### config.mk
export PLATFORM = sky130hd
export DESIGN_NAME = fuse_guard_ctrl
export DESIGN_NICKNAME = d
export VERILOG_FILES = /design/src/rtl/fsg_pkg.sv /design/src/rtl/fsg_decode.sv /design/src/rtl/fsg_pattern_store.sv /design/src/rtl/fsg_sig_store.sv /design/src/rtl/fuse_guard_ctrl.sv
export SDC_FILE = /design/constraint.sdc
export NUM_CORES = 1
export LEC_CHECK = 0
export ABC_AREA = 1
export BUFFER_PORTS_ARGS = -buffer_cell sky130_fd_sc_hd__buf_2
export CAP_MARGIN = 20
export CORE_MARGIN = 10
export CORE_UTILIZATION = 55
export DETAILED_ROUTE_END_ITERATION = 16
export PLACE_DENSITY = 0.83
export SETUP_SLACK_MARGIN = 0.15
export SLEW_MARGIN = 30
export SYNTH_ARGS = -nofsm -noshare
export SYNTH_HDL_FRONTEND = slang
export SYNTH_HIERARCHICAL = 1
export SYNTH_SLANG_ARGS = --single-unit
### constraint.sdc
create_clock -name clk -period 1.8 [get_ports clk]
set_input_delay 0.18 -clock clk [delete_from_list [all_inputs] [get_ports clk]]
set_output_delay 0.18 -clock clk [all_outputs]
set_load 0.03 [all_outputs]
### src/rtl/fsg_pkg.sv
package fsg_pkg;

  typedef enum logic [2:0] {
    OP_REGRD   = 3'd0,
    OP_VERIFY  = 3'd1,
    OP_PROG    = 3'd2,
    OP_PRELOAD = 3'd3,
    OP_SIGRD   = 3'd4,
    OP_SIGWR   = 3'd5,
    OP_SECURE  = 3'd6,
    OP_ERASE   = 3'd7
  } fsg_op_e;

  // Security rule: only verify and preload are locked out
  function automatic logic fsg_permitted(input fsg_op_e op, input logic secured);
    return !(secured && (op == OP_VERIFY || op == OP_PRELOAD));
  endfunction

  function automatic logic fsg_returns_data(input fsg_op_e op);
    return (op == OP_REGRD) || (op == OP_VERIFY) || (op == OP_SIGRD);
  endfunction

endpackage

### src/rtl/fsg_decode.sv
module fsg_decode
  import fsg_pkg::*;
(
  input  logic       cmd_valid,
  input  logic [2:0] cmd_op,
  input  logic       secured,
  output logic       accept,
  output logic       deny,
  output logic       do_prog,
  output logic       do_preload,
  output logic       do_sigwr,
  output logic       do_secure,
  output logic       do_erase,
  output logic       do_read
);
  fsg_op_e op;
  logic    ok;

  always_comb begin
    op         = fsg_op_e'(cmd_op);
    ok         = fsg_permitted(op, secured);
    accept     = cmd_valid && ok;
    deny       = cmd_valid && !ok;
    do_prog    = accept && (op == OP_PROG);
    do_preload = accept && (op == OP_PRELOAD);
    do_sigwr   = accept && (op == OP_SIGWR);
    do_secure  = accept && (op == OP_SECURE);
    do_erase   = accept && (op == OP_ERASE);
    do_read    = accept && fsg_returns_data(op);
  end
endmodule

### src/rtl/fsg_pattern_store.sv
module fsg_pattern_store #(
  parameter int WORDS  = 32,
  parameter int DATA_W = 8,
  parameter int AW     = $clog2(WORDS)
) (
  input  logic              clk,
  input  logic              rst_n,
  input  logic              wr_en,
  input  logic              erase,
  input  logic [AW-1:0]     addr,
  input  logic [DATA_W-1:0] wdata,
  output logic [DATA_W-1:0] rdata
);
  logic [DATA_W-1:0] mem_q [WORDS];

  for (genvar w = 0; w < WORDS; w++) begin : g_word
    always_ff @(posedge clk) begin
      if (!rst_n || erase) begin
        mem_q[w] <= '0;
      end else if (wr_en && (addr == AW'(w))) begin
        mem_q[w] <= wdata;
      end
    end
  end

  assign rdata = mem_q[addr];
endmodule

### src/rtl/fsg_sig_store.sv
module fsg_sig_store #(
  parameter int BYTES = 8,
  parameter int IW    = $clog2(BYTES)
) (
  input  logic          clk,
  input  logic          rst_n,
  input  logic          wr_en,
  input  logic [IW-1:0] idx,
  input  logic [7:0]    wdata,
  output logic [7:0]    rdata
);
  logic [7:0] byte_q [BYTES];

  for (genvar b = 0; b < BYTES; b++) begin : g_byte
    always_ff @(posedge clk) begin
      if (!rst_n) begin
        byte_q[b] <= '0;
      end else if (wr_en && (idx == IW'(b))) begin
        byte_q[b] <= wdata;
      end
    end
  end

  assign rdata = byte_q[idx];
endmodule

### src/rtl/fuse_guard_ctrl.sv
module fuse_guard_ctrl
  import fsg_pkg::*;
#(
  parameter int WORDS     = 32,
  parameter int DATA_W    = 8,
  parameter int SIG_BYTES = 8,
  parameter int ADDR_W    = $clog2(WORDS)
) (
  input  logic              clk,
  input  logic              rst_n,
  input  logic              cmd_valid,
  input  logic [2:0]        cmd_op,
  input  logic [ADDR_W-1:0] cmd_addr,
  input  logic [DATA_W-1:0] cmd_wdata,
  output logic [DATA_W-1:0] rsp_rdata,
  output logic              rsp_done,
  output logic              rsp_denied
);
  localparam int SIG_IW = $clog2(SIG_BYTES);

  // Named internal events, visible to the bound checker
  logic              secure_q;
  logic [DATA_W-1:0] preload_q;
  logic              evt_accept, evt_deny;
  logic              evt_prog, evt_preload, evt_sigwr, evt_secure, evt_erase, evt_read;
  logic [DATA_W-1:0] pat_rd;
  logic [7:0]        sig_rd;
  logic [DATA_W-1:0] read_mux;
  logic [DATA_W-1:0] rdata_q;
  logic              done_q, denied_q;

  fsg_decode dec_i (
    .cmd_valid  (cmd_valid),
    .cmd_op     (cmd_op),
    .secured    (secure_q),
    .accept     (evt_accept),
    .deny       (evt_deny),
    .do_prog    (evt_prog),
    .do_preload (evt_preload),
    .do_sigwr   (evt_sigwr),
    .do_secure  (evt_secure),
    .do_erase   (evt_erase),
    .do_read    (evt_read)
  );

  fsg_pattern_store #(.WORDS(WORDS), .DATA_W(DATA_W), .AW(ADDR_W)) pat_i (
    .clk   (clk),
    .rst_n (rst_n),
    .wr_en (evt_prog),
    .erase (evt_erase),
    .addr  (cmd_addr),
    .wdata (cmd_wdata),
    .rdata (pat_rd)
  );

  fsg_sig_store #(.BYTES(SIG_BYTES), .IW(SIG_IW)) sig_i (
    .clk   (clk),
    .rst_n (rst_n),
    .wr_en (evt_sigwr),
    .idx   (cmd_addr[SIG_IW-1:0]),
    .wdata (cmd_wdata[7:0]),
    .rdata (sig_rd)
  );

  always_comb begin
    read_mux = '0;
    if (evt_read) begin
      unique case (fsg_op_e'(cmd_op))
        OP_REGRD:  read_mux = preload_q;
        OP_VERIFY: read_mux = pat_rd;
        OP_SIGRD:  read_mux = DATA_W'(sig_rd);
        default:   read_mux = '0;
      endcase
    end
  end

  always_ff @(posedge clk) begin
    if (!rst_n) begin
      secure_q  <= 1'b0;
      preload_q <= '0;
      rdata_q   <= '0;
      done_q    <= 1'b0;
      denied_q  <= 1'b0;
    end else begin
      done_q   <= evt_accept;
      denied_q <= evt_deny;
      rdata_q  <= read_mux;
      if (evt_secure) begin
        secure_q <= 1'b1;
      end else if (evt_erase) begin
        secure_q <= 1'b0;
      end
      if (evt_preload) begin
        preload_q <= cmd_wdata;
      end
    end
  end

  assign rsp_rdata  = rdata_q;
  assign rsp_done   = done_q;
  assign rsp_denied = denied_q;
endmodule

After elaboration in Yosys (flattened, before gate mapping) --
Memory sizes are Yosys's and may differ from the RTL's. Index checks and enable logic that the tools add are counted. Widths: inputs -> output; s select.
Operators by class: equality and inequality tests 45, reduce and logical (&&, ||, !) cells 60, bitwise gates (word level) 40, multiplexer cells 166
Operators by type and width (count):
- $mux 8 | 40
- $mux 1 | 125
- $eq 5x5->1 const B | 16
- $logic_and 1x1->1 | 49
- $eq 5x4->1 const B | 8
- $or 1x1->1 | 40
- $eq 3x3->1 const B | 8
- $pmux 8 s3 | 1
- $eq 5x3->1 const B | 4
- $eq 3x2->1 const B | 4
- $eq 5x2->1 const B | 2
- $eq 3x1->1 const B | 2
- $logic_not 3->1 | 2
- $eq 5x1->1 const B | 1
- $logic_not 5->1 | 1
- $logic_or 1x1->1 | 4
- $logic_not 1->1 | 2
- $reduce_and 2->1 | 1
- $reduce_bool 2->1 | 1
Storage, ports and cells: memories 2, output and inout port bits 10, memory bits (writable) 320, bits of input ports 19, word-level logic and storage cells 318, flip-flop bits (word level) 19
Memories:
- pat_i.mem_q | depth 32, width 8, rd ports 1, clocked after Yosys merged registers in 0, write ports 32, RTL line fsg_pattern_store.sv:14 | logic [DATA_W-1:0] mem_q [WORDS];
- sig_i.byte_q | depth 8, width 8, rd ports 1, clocked after Yosys merged registers in 0, write ports 8, RTL line fsg_sig_store.sv:12 | logic [7:0] byte_q [BYTES];

Longest topological paths before layout --
word-level depth 11, depth in mapped cells 16, gate-level depth less buffers 13

By module --
Netlist, hierarchy kept.
By module, submodules not included:
- fsg_pattern_store | instances 1, cells each 1370, sequential area each 7687.4 µm², area each 12390.6 µm²
- fsg_sig_store | instances 1, cells each 352, sequential area each 1921.8 µm², area each 3194.3 µm²
- fuse_guard_ctrl | instances 1, cells each 109, sequential area each 380.4 µm², area each 870.8 µm²
- fsg_decode | instances 1, cells each 20, sequential area each 0.0 µm², area each 97.6 µm²

Worst setup path after synthesis --
No wires, ideal clock.
kind in2reg, from input cmd_op[0], to memory pat_i.mem_q[3][0] (enable), arrival 1.287 ns, path buffers 2, data required time 1.471 ns, setup time 0.329 ns, cell stages on the path 9, path slack 0.184 ns, cells stage by stage inv_2 > nand4_1 > inv_1 > inv_1 > nor2_2 > buf_2 > buf_2 > nand2_1 > nand2_1
RTL lines:
- from (decl) | RTL line fuse_guard_ctrl.sv:12 | input logic [2:0] cmd_op,
- to (decl) | RTL line fsg_pattern_store.sv:14

Worst setup path after layout --
from memory pat_i.mem_q[11][4], to register rdata_q[4], in the netlist rsp_rdata[4]
Between the ends: word-level cells in the longest chain between the ends 2
Ends and longest elaborated chain:
- $mem_v2 32x8
- via pat_rd[4] | RTL line fuse_guard_ctrl.sv:26 | logic [DATA_W-1:0] pat_rd;
- $pmux 8 s3 | RTL line fuse_guard_ctrl.sv:68 | unique case (fsg_op_e'(cmd_op))
- to (signal assigned) | RTL line fuse_guard_ctrl.sv:87 | rdata_q <= read_mux;
- to (decl) | RTL line fuse_guard_ctrl.sv:29 | logic [DATA_W-1:0] rdata_q;
The timed path passes the listed nets, and every way through them passes these cells. A chain may end at the register's enable or synchronous reset.

==> impl_results.md <==
* Status: completed
* Drt wl/cell at 18.4 um
* Drt drc at 0
* Clock-pin slew on the worst setup and hold paths at 60 ps
* Main combinational cell family by area after synthesis: simple AND/OR/NAND/NOR gates
* Fin nets at 1932
* Drt initial violations at 1572
* Final Hold Vio Count at 0
* Post-Synth Adder-Cell Area at 0%
* Post-Synth XOR/XNOR Area at 0%
* Mapped Area at 16600 sq um
* Crit path cell chain: nand3_1, nand4_1, nand2_1, nand2_1, nor2_1, nor2_1, nand4_1, nand3_1, nand2_1, inv_1
* Final min period at 1530 ps
* Setup TNS at 0 ps
* First-pass DRT Iterations at 6
* Critical path buffers and inverters at 1
* Gate power share at 10.4%
* Max VDD drop at 0.000521 V
* Critical path type: register to register
* Die H at 193 um
* Final setup skew at 9.84 ps
* Post-DP HPWL at 28.3 mm
* CP arrival at 1950 ps
* Placer Congestion at 0.959
* Post-synth top area share at 58.0%
* RSZ-0062 raised after global routing: false
* Largest area contributor in the netlist: edfxtp_1
* H-tree Lvls at 2
* Clk buf depth at 3
* Layout cell share with drive strength beyond 1 at 13.7%
* Port Buffers at 28
* Syn Area/Cell at 8.94 sq um
* Tightest Pin Transition at 415 ps
* Via/cell ratio at 5.62
* CP top delay family: simple AND/OR/NAND/NOR gates
* Critical path data required time at 2210 ps
* Root Buffer: clkbuf_16
* First-pass GRT wire length at 67.0 mm
* Seq pwr share at 52.0%
* Post-synth net total at 1870
* Flop2flop setup slack at 270 ps
* Clock power share at 37.6%
* CTS tree: yes
* Sw Ratio at 24.0%
* CP max-delay cell: edfxtp_1
* Area of the die at 37400 sq um
* Reg2Reg Depth at 10
* Core area at 29600 sq um
* Yosys warnings at 6
* CP startpoint kind: register
* Layout fillers at 2238
* Crit path largest cell delay at 420 ps
* Achievable Freq at 0.653 GHz
* Syn Inst Count at 1851
* Setup-failing EPs final at 0
* DR vias at 13100
* Antenna-violating nets left at 0
* Crit share post-route at 85.1%
* Area taken by multi-input logic gates at 5760 sq um
* Lkg Pwr at 8.09 nW
* Vias in the first global route at 12500
* Crit path max fanout at 1
* Most frequent CP cell: nand2_1
* Worst hold stages at 5
* Post-synthesis compound-gate area fraction at 0.317%
* CTS Buf Count at 35
* Synth top area cells: edfxtp_1 (58%), nand2_1 (18%), nor2_1 (8.3%)
* Synth Register Bits at 339
* Pwr/cell area at 938 nW/um^2
* Grt total ovfl at 0
* Setup Fix Bufs, Post-CTS at 0
* Reg area at 9990 sq um
* Initial antenna violation count at 1
* # clock sinks at 339
* Sequential cell area fraction in the yosys report at 60.3%
* Die Width at 193 um
* Rel. slew slack at 72.4%
* Latest clock arrival within the worst-skew pair at 510 ps
* Post-Route WL at 42.7 mm
* P&R area growth vs syn at 14.1%
* Post-synthesis mux area share at 0%
* Slew Limit Fails at 0
* # IOs at 29
* Max-cap viol count at 0
* Worst min path class: primary input to register
* Area share of and/or/nand/nor cells after synthesis at 34.5%
* Total GRT Usage at 22.2%
* Crit end category: register
* Initial Util at 55.9%
* NetSw at 0.00425 W
* Number of stages on the worst setup path at 10
* Distinct cells, synth at 27
* Pin count of the biggest net entering global routing at 65
* Worst hold slack at 42.4 ps
* Internal power at 0.0135 W
* Rows at 63
[repair_timing]
action / CTS / global route
hold buffers: 8 / 0
gates resized for setup: 0 / 0
endpoints found under the setup margin: 0 / 0
hold endpoints to repair: 8 / 0
[cell families (layout without fill, tap and decap cells)]
group / Yosys count / count (layout)
buffers and inverters: 159 / 244
and+or+nand+nor: 1343 / 1343
DFF: 339 / 339
AOI/OAI and AO/OA: 10 / 10
other: 0 / 1
[cells in the final DEF (no fill, tap or decap), types with 8 or more instances in the layout]
cell type      Yosys  final
buf_12             1     36
buf_2             40     27
buf_4             17     57
clkbuf_16          0     37
clkinv_1           0     10
dfxtp_1           19     19
dlygate4sd3_1      0      8
edfxtp_1         320    320
inv_1             38     38
inv_2             14     13
nand2_1          786    786
nand3_1           85     85
nand3_2           42     42
nand4_1           26     26
nor2_1           364    364
nor2_2            14     14
nor2_4            11     11
o21ai_0            9      9
[layout make-up]
| type | instances | share of cell area (%) |
|---|---|---|
| Clock inverter | 16 | 0.384 |
| Timing Repair Buffer | 128 | 7.22 |
| Antenna cell | 1 | 0.0133 |
| Inverter | 56 | 1.17 |
| Multi-Input combinational cell | 1353 | 30.5 |
| Tap cell | 390 | 2.58 |
| Clock buffer | 44 | 5.20 |
| Sequential cell | 339 | 52.9 |
[path summary, 6_finish.rpt]
| path | startpoint | end |
|---|---|---|
| max | pat_i/mem_q[11][4]$_SDFFCE_PN0P_ | rsp_rdata[4]$_SDFF_PN0_ |
| min reg2reg | preload_q[3]$_SDFFE_PN0P_ | preload_q[3]$_SDFFE_PN0P_ |
| max reg2reg | pat_i/mem_q[11][4]$_SDFFCE_PN0P_ | rsp_rdata[4]$_SDFF_PN0_ |
| min | cmd_valid | rsp_denied$_SDFF_PN0_ |
[routing by layer]
| metal | vias to the layer above | wire (um) | global-route usage [%] |
|---|---|---|---|
| li1 | 6079 | - | - |
| met1 | 6083 | 16200 | 28.5 |
| met2 | 787 | 20100 | 36.0 |
| met3 | 135 | 4560 | 3.91 |
| met4 | 0 | 1890 | 10.2 |
| met5 | - | 0 | 0 |
[flip-flops by register name, summed over array words and instances, names as in the netlist]
register / count
rsp_rdata: 8
rsp_denied: 1
sig_i/byte_q: 64
rsp_done: 1
secure_q: 1
pat_i/mem_q: 256
preload_q: 8
[stage by stage]
stage	util (%)	cell area, sq um	setup WS (ps)	total power [W]	cells
finish	63.7	18900	268	0.0177	2327
global route	63.7	18900	159	0.0183	2327
CTS	63.7	18900	350	0.0177	2326
detailed placement	59.9	17700	-44.0	0.0111	2258
global placement	59.9	17700	-12.9	0.0111	2258
floorplan	-	16600	184	0.0104	1851
[power groups by stage]
stage | sequential (W) | clock, W | combinational, W
floorplan | 0.00932 | 0 | 0.00109
global placement | 0.00937 | 0 | 0.00174
detailed placement | 0.00938 | 0 | 0.00177
CTS | 0.00922 | 0.00672 | 0.00179
global route | 0.00925 | 0.00707 | 0.00198
finish | 0.00922 | 0.00666 | 0.00184
[cell usage after synthesis (all sizes together)]
| master | number |
|---|---|
| nor3 | 2 |
| o21a | 1 |
| nand2 | 793 |
| edfxtp | 320 |
| clkbuf | 32 |
| dfxtp | 19 |
| nand4 | 26 |
| clkinv | 1 |
| nand3 | 132 |
| nor2 | 390 |
| o21ai | 9 |
| inv | 55 |
| buf | 71 |
[worst min-delay path, cell delays in order]
cell and delay (ps):
buf_2 140, inv_1 60, nor2_1 40, nand2_1 60, inv_1 30
No activity file was read; power rests on OpenSTA's default activity.
